<file path="src/rtl/hdcrc_pkg.sv">
package hdcrc_pkg;

  typedef enum logic [2:0] {
    PH_IDLE,
    PH_BODY,
    PH_LNUM,
    PH_CRLO,
    PH_CRHI
  } phase_e;

  typedef struct packed {
    logic restart;
    logic advance;
    logic cap_lo;
    logic cap_hi;
  } step_t;

endpackage

</file>
<file path="src/rtl/hdcrc_lfsr.sv">
module hdcrc_lfsr #(
  parameter int DATA_W = 10,
  parameter int CRC_W  = 18,
  parameter logic [CRC_W-1:0] POLY = 18'h00031
) (
  input  logic              clk,
  input  logic              rst_n,
  input  logic              restart,
  input  logic              advance,
  input  logic [DATA_W-1:0] din,
  output logic [CRC_W-1:0]  crc_q
);

  logic [CRC_W-1:0] poly_ref;
  logic [CRC_W-1:0] stage [0:DATA_W];
  logic [CRC_W-1:0] crc_d;

  for (genvar k = 0; k < CRC_W; k++) begin : g_reflect
    assign poly_ref[CRC_W-1-k] = POLY[k];
  end

  assign stage[0] = crc_q;

  for (genvar i = 0; i < DATA_W; i++) begin : g_bit
    logic fb;
    assign fb = stage[i][0] ^ din[i];
    assign stage[i+1] = (stage[i] >> 1) ^ ({CRC_W{fb}} & poly_ref);
  end

  always_comb begin
    crc_d = crc_q;
    if (restart) begin
      crc_d = '0;
    end else if (advance) begin
      crc_d = stage[DATA_W];
    end
  end

  always_ff @(posedge clk or negedge rst_n) begin
    if (!rst_n) begin
      crc_q <= '0;
    end else if (restart || advance) begin
      crc_q <= crc_d;
    end
  end


  restart_zero_chk: assert property (@(posedge clk) disable iff (!rst_n)
    restart |=> (crc_q == '0));


  idle_hold_chk: assert property (@(posedge clk) disable iff (!rst_n)
    (!restart && !advance) |=> $stable(crc_q));

endmodule

</file>
<file path="src/rtl/hdcrc_chan.sv">
module hdcrc_chan #(
  parameter int DATA_W = 10,
  parameter int CRC_W  = 18,
  parameter logic [CRC_W-1:0] POLY = 18'h00031
) (
  input  logic              clk,
  input  logic              rst_n,
  input  hdcrc_pkg::step_t  ctl,
  input  logic [DATA_W-1:0] din,
  input  logic              err_clr,
  output logic              err_pulse,
  output logic              err_sticky
);

  localparam int HALF = CRC_W / 2;

  logic [CRC_W-1:0] crc_q;
  logic [HALF-1:0]  lo_q;
  logic [CRC_W-1:0] rx_crc;
  logic             mism;
  logic             pulse_d, sticky_d;

  hdcrc_lfsr #(.DATA_W(DATA_W), .CRC_W(CRC_W), .POLY(POLY)) u_lfsr (
    .clk     (clk),
    .rst_n   (rst_n),
    .restart (ctl.restart),
    .advance (ctl.advance),
    .din     (din),
    .crc_q   (crc_q)
  );

  assign rx_crc = {din[HALF-1:0], lo_q};

  always_comb begin
    mism     = ctl.cap_hi && (rx_crc != crc_q);
    pulse_d  = mism;
    sticky_d = mism | (err_sticky & ~err_clr);
  end

  always_ff @(posedge clk or negedge rst_n) begin
    if (!rst_n) begin
      lo_q <= '0;
    end else if (ctl.cap_lo) begin
      lo_q <= din[HALF-1:0];
    end
  end

  always_ff @(posedge clk or negedge rst_n) begin
    if (!rst_n) begin
      err_pulse  <= 1'b0;
      err_sticky <= 1'b0;
    end else begin
      err_pulse  <= pulse_d;
      err_sticky <= sticky_d;
    end
  end


  pulse_single_chk: assert property (@(posedge clk) disable iff (!rst_n)
    err_pulse |=> !err_pulse);


  pulse_sets_sticky_chk: assert property (@(posedge clk) disable iff (!rst_n)
    err_pulse |-> err_sticky);


  sticky_hold_chk: assert property (@(posedge clk) disable iff (!rst_n)
    (err_sticky && !err_clr) |=> err_sticky);


  sticky_clear_chk: assert property (@(posedge clk) disable iff (!rst_n)
    (err_clr && !ctl.cap_hi) |=> !err_sticky);

endmodule

</file>
<file path="config.mk">
export PLATFORM = sky130hd
export DESIGN_NAME = hdcrc_chan
export DESIGN_NICKNAME = d
export VERILOG_FILES = /design/src/rtl/hdcrc_pkg.sv /design/src/rtl/hdcrc_lfsr.sv /design/src/rtl/hdcrc_chan.sv
export SDC_FILE = /design/constraint.sdc
export NUM_CORES = 1
export LEC_CHECK = 0
export CORE_ASPECT_RATIO = 1.4
export CORE_MARGIN = 2
export CORE_UTILIZATION = 42
export CTS_BUF_LIST = sky130_fd_sc_hd__clkbuf_8
export CTS_CLUSTER_SIZE = 25
export DETAILED_ROUTE_END_ITERATION = 8
export DONT_BUFFER_PORTS = 1
export HOLD_SLACK_MARGIN = 0.08
export PLACE_DENSITY = 0.67
export SYNTH_ARGS = -nofsm -noshare
export SYNTH_HDL_FRONTEND = slang
export SYNTH_SLANG_ARGS = --single-unit
</file>
<file path="constraint.sdc">
create_clock -name clk -period 1.5 [get_ports clk]
set_input_delay 0.225 -clock clk [delete_from_list [all_inputs] [get_ports clk]]
set_output_delay 0.225 -clock clk [all_outputs]
set_load 0.02 [all_outputs]
</file>
==> flow_summary.toml <==
[global_routing]
grt_pass1_wl_mm = 5.644
grt_max_degree = 30
grt_pass1_vias = 1152
gr-total-overflow = 0
gr-usage-all-layers_pct = 17.17
grt_antenna_before_repair = 0

[power]
p_total_uw = 2221
seqPwrFrac_pct = 43.8
p_leak_uw = 0.0007433
internal-power_uw = 1573
powerDensity_nw_per_um2 = 1216
ir_worst_vdd_mv = 0.6905
sw_frac_of_total_pct = 29.17
p_switching_uw = 647.6
comb_power_share_pct = 27.4
clock_power_share_pct = 28.8

[die]
die_area_um2 = 4311
dieHeight_um = 76.89
rows = 26
pin_count = 19
start_util_pct = 43.75
fp.dieW_um = 56.07
core-area_um2 = 3643

[routing]
dr.pass1.iters = 4
first_iter_violations = 40
drtAntennaViolNets = 0
routed_via_density = 5.323
via_count = 1022
routed_wirelength_mm = 3.314
drc_errors = 0
wl_per_cell_um = 17.26

[sta]
slew_headroom_pct = 56.03
hold_viol = 0
drv_slew = 0
min_period_ns = 1.387
period_share_pct = 92.45
worst_pin_slew_ns = 0.6574
setup-violations-final = 0
rsz0062_at_grt = "false"
clock.fmax_mhz = 721.1
finClkSkew_ns = 0.004699

[critical_path]
critPathKind = "flop to flop"
worst_ep_required_time_ns = 1.64
startpoint = "u_lfsr.crc_q[3]"
r2r_slack_ns = 0.11
cp-end-kind = "flop"
arrival_ns = 1.53
critPathMaxFanout = 3
worstReg2RegEnd = "err_sticky"
cp-endpoint = "err_sticky"
reg2reg_from = "u_lfsr.crc_q[3]"
worstSetupStartpointType = "flop"
r2r_cells = 4

[logic_synthesis]
syn_inst = 140
synthesis.area_um2 = 1594
syn_avg_cell_area_um2 = 11.39
synth-compound-area-share_pct = 8.556
synthesis.nets = 157
muxShareOfSynthArea_pct = 8.870
synthSimpleGateAreaFrac_pct = 7.771
ys_types = 20
yosysWarningCount = 0
synth_xor_area_share_pct = 27.32
seq_area_frac_synth_pct = 45.53
synth_top_family_by_area = "XOR/XNOR gates"
yosys.area_share.adder_pct = 0
ys_seq_elements = 29

[finish]
antenna_cells = 0
post-route-util_pct = 50.14
n_fill_cell = 338
finalNonFillerCells = 192
area_growth_pct = 14.60
layout-drive-gt1-share_pct = 16.67
multiInputGateArea_um2 = 859.6
regArea_um2 = 725.7
fin_nets = 167

[clock_network]
numCtsBuffers = 5
clk_pin_slew_worst_paths_ns = 0.06
cts.sinks = 29
clockRootBuffer = "clkbuf_8"
worst_skew_pair.late_latency_ns = 0.28
h-tree-depth = 2
clock_path_buffers = 2
cts_tree = "done"

[placement]
portBuffers = 0
place_inst = 178
routabilityCongestion = 0.7941
hpwl_mm = 2.298

[job]
cap_violations = 0

[worst_hold_path]
hp-class = "input port to flop"

[status]
outcome = "completed"
-- layer usage --
metal / part of all wire, % / vias to the layer above / global-route usage, % / wire [µm]
met5: 0 / - / 0 / 0
met4: 2.3 / 0 / 6.905 / 76
met3: 5.5 / 8 / 6.914 / 183
met2: 52 / 22 / 28.71 / 1713
met1: 40 / 499 / 19.22 / 1341
li1: - / 493 / - / -
-- placed cells by master, fill, tap and decap left out, types with 3 or more instances in the layout --
master / synthesis / final
clkbuf_8: 0 / 6
inv_1: 2 / 3
nor3b_1: 4 / 4
nor2_1: 14 / 14
xnor2_2: 2 / 5
xnor2_1: 44 / 41
nand4_1: 4 / 4
dfrtp_1: 29 / 29
a21o_1: 4 / 4
mux2i_1: 4 / 4
a211oi_1: 8 / 8
mux2_2: 9 / 9
dlygate4sd3_1: 0 / 6
-- cells in the mapped netlist --
master | number | share of area (%)
clkbuf_1 | 5 | 1.2
nor2_1 | 14 | 3.3
nand4_1 | 4 | 1.6
mux2_2 | 9 | 6.4
buf_2 | 1 | 0.31
dfrtp_1 | 29 | 46
a21oi_1 | 1 | 0.31
nor3b_1 | 4 | 1.9
o221ai_1 | 1 | 0.55
xnor2_1 | 44 | 24
xnor2_2 | 2 | 2.0
a211oi_1 | 8 | 3.8
xor2_1 | 2 | 1.1
nor3_1 | 2 | 0.63
nor2b_1 | 1 | 0.39
inv_1 | 2 | 0.47
a211oi_2 | 2 | 1.6
o31ai_1 | 1 | 0.47
mux2i_1 | 4 | 2.5
a21o_1 | 4 | 1.9
-- stage by stage --
stage            TNS [ns]  hold WS [ns]  setup slack (ns)  instance area, µm²
2_1_floorplan           0      -0.07059            0.2233                1594
3_3_place_gp            0      -0.06978           0.02090                1638
3_5_place_dp   -0.0003645      -0.06948        -0.0003645                1638
4_1_cts                 0       0.08301           0.04135                1792
5_1_grt                 0       0.08008           0.01582                1827
6_report                0       0.08863            0.1132                1827
-- power groups by stage --
| stage | registers, µW | clock network, µW | logic [µW] |
|---|---|---|---|
| 2_1_floorplan | 961 | 0 | 489 |
| 3_3_place_gp | 981 | 0 | 547 |
| 3_5_place_dp | 985 | 0 | 552 |
| 4_1_cts | 972 | 658 | 602 |
| 5_1_grt | 988 | 698 | 668 |
| 6_report | 973 | 640 | 608 |
-- state kept, by name, summed over array words and instances (netlist names) --
signal	flops
u_lfsr.crc_q	18
err_sticky	1
err_pulse	1
lo_q	9
-- layout make-up --
type | count | share of cell area [%]
Clock buffer | 6 | 4.521
Clock inverter | 1 | 0.2055
Inverter | 2 | 0.4110
Multi-Input combinational cell | 103 | 47.05
Sequential cell | 29 | 39.73
Tap cell | 42 | 2.877
Timing Repair Buffer | 9 | 5.205
-- critical path: stages, from the launching register on --
cell and delay (ns):
dfrtp_1 0.43, xnor2_1 0.22, nand4_1 0.16, o31ai_1 0.28
o221ai_1 0.16
-- cells by family (layout without fill, tap and decap cells) --
group / after synthesis / in the layout
DFF: 29 / 29
buffers and inverters: 8 / 18
AOI/OAI and AO/OA: 17 / 17
muxes: 13 / 13
and+or+nand+nor: 25 / 25
xor gates and xnor gates: 48 / 48
-- what timing repair did --
action / in CTS / in global routing
endpoints found under the setup margin: 1 / 3
buffers inserted: 0 / 0
gates cloned: 0 / 0
endpoints found under the hold margin: 44 / 2
hold buffers: 5 / 2
gates resized for setup: 1 / 2
-- worst min path at each step --
| stage | startpoint | to | slack (ns) | depth (start not counted) |
|---|---|---|---|---|
| final | din[6] | lo_q[6] | 0.09 | 1 |
| after global routing | din[0] | lo_q[0] | 0.08 | 1 |
| after global placement | rst_n | lo_q[5] | -0.07 | 0 |
| after detailed placement | rst_n | lo_q[4] | -0.07 | 0 |
| after floorplan | rst_n | err_pulse | -0.07 | 0 |
| after CTS | err_clr | err_sticky | 0.08 | 1 |
Note: power is estimated with default switching activity, not from simulation.
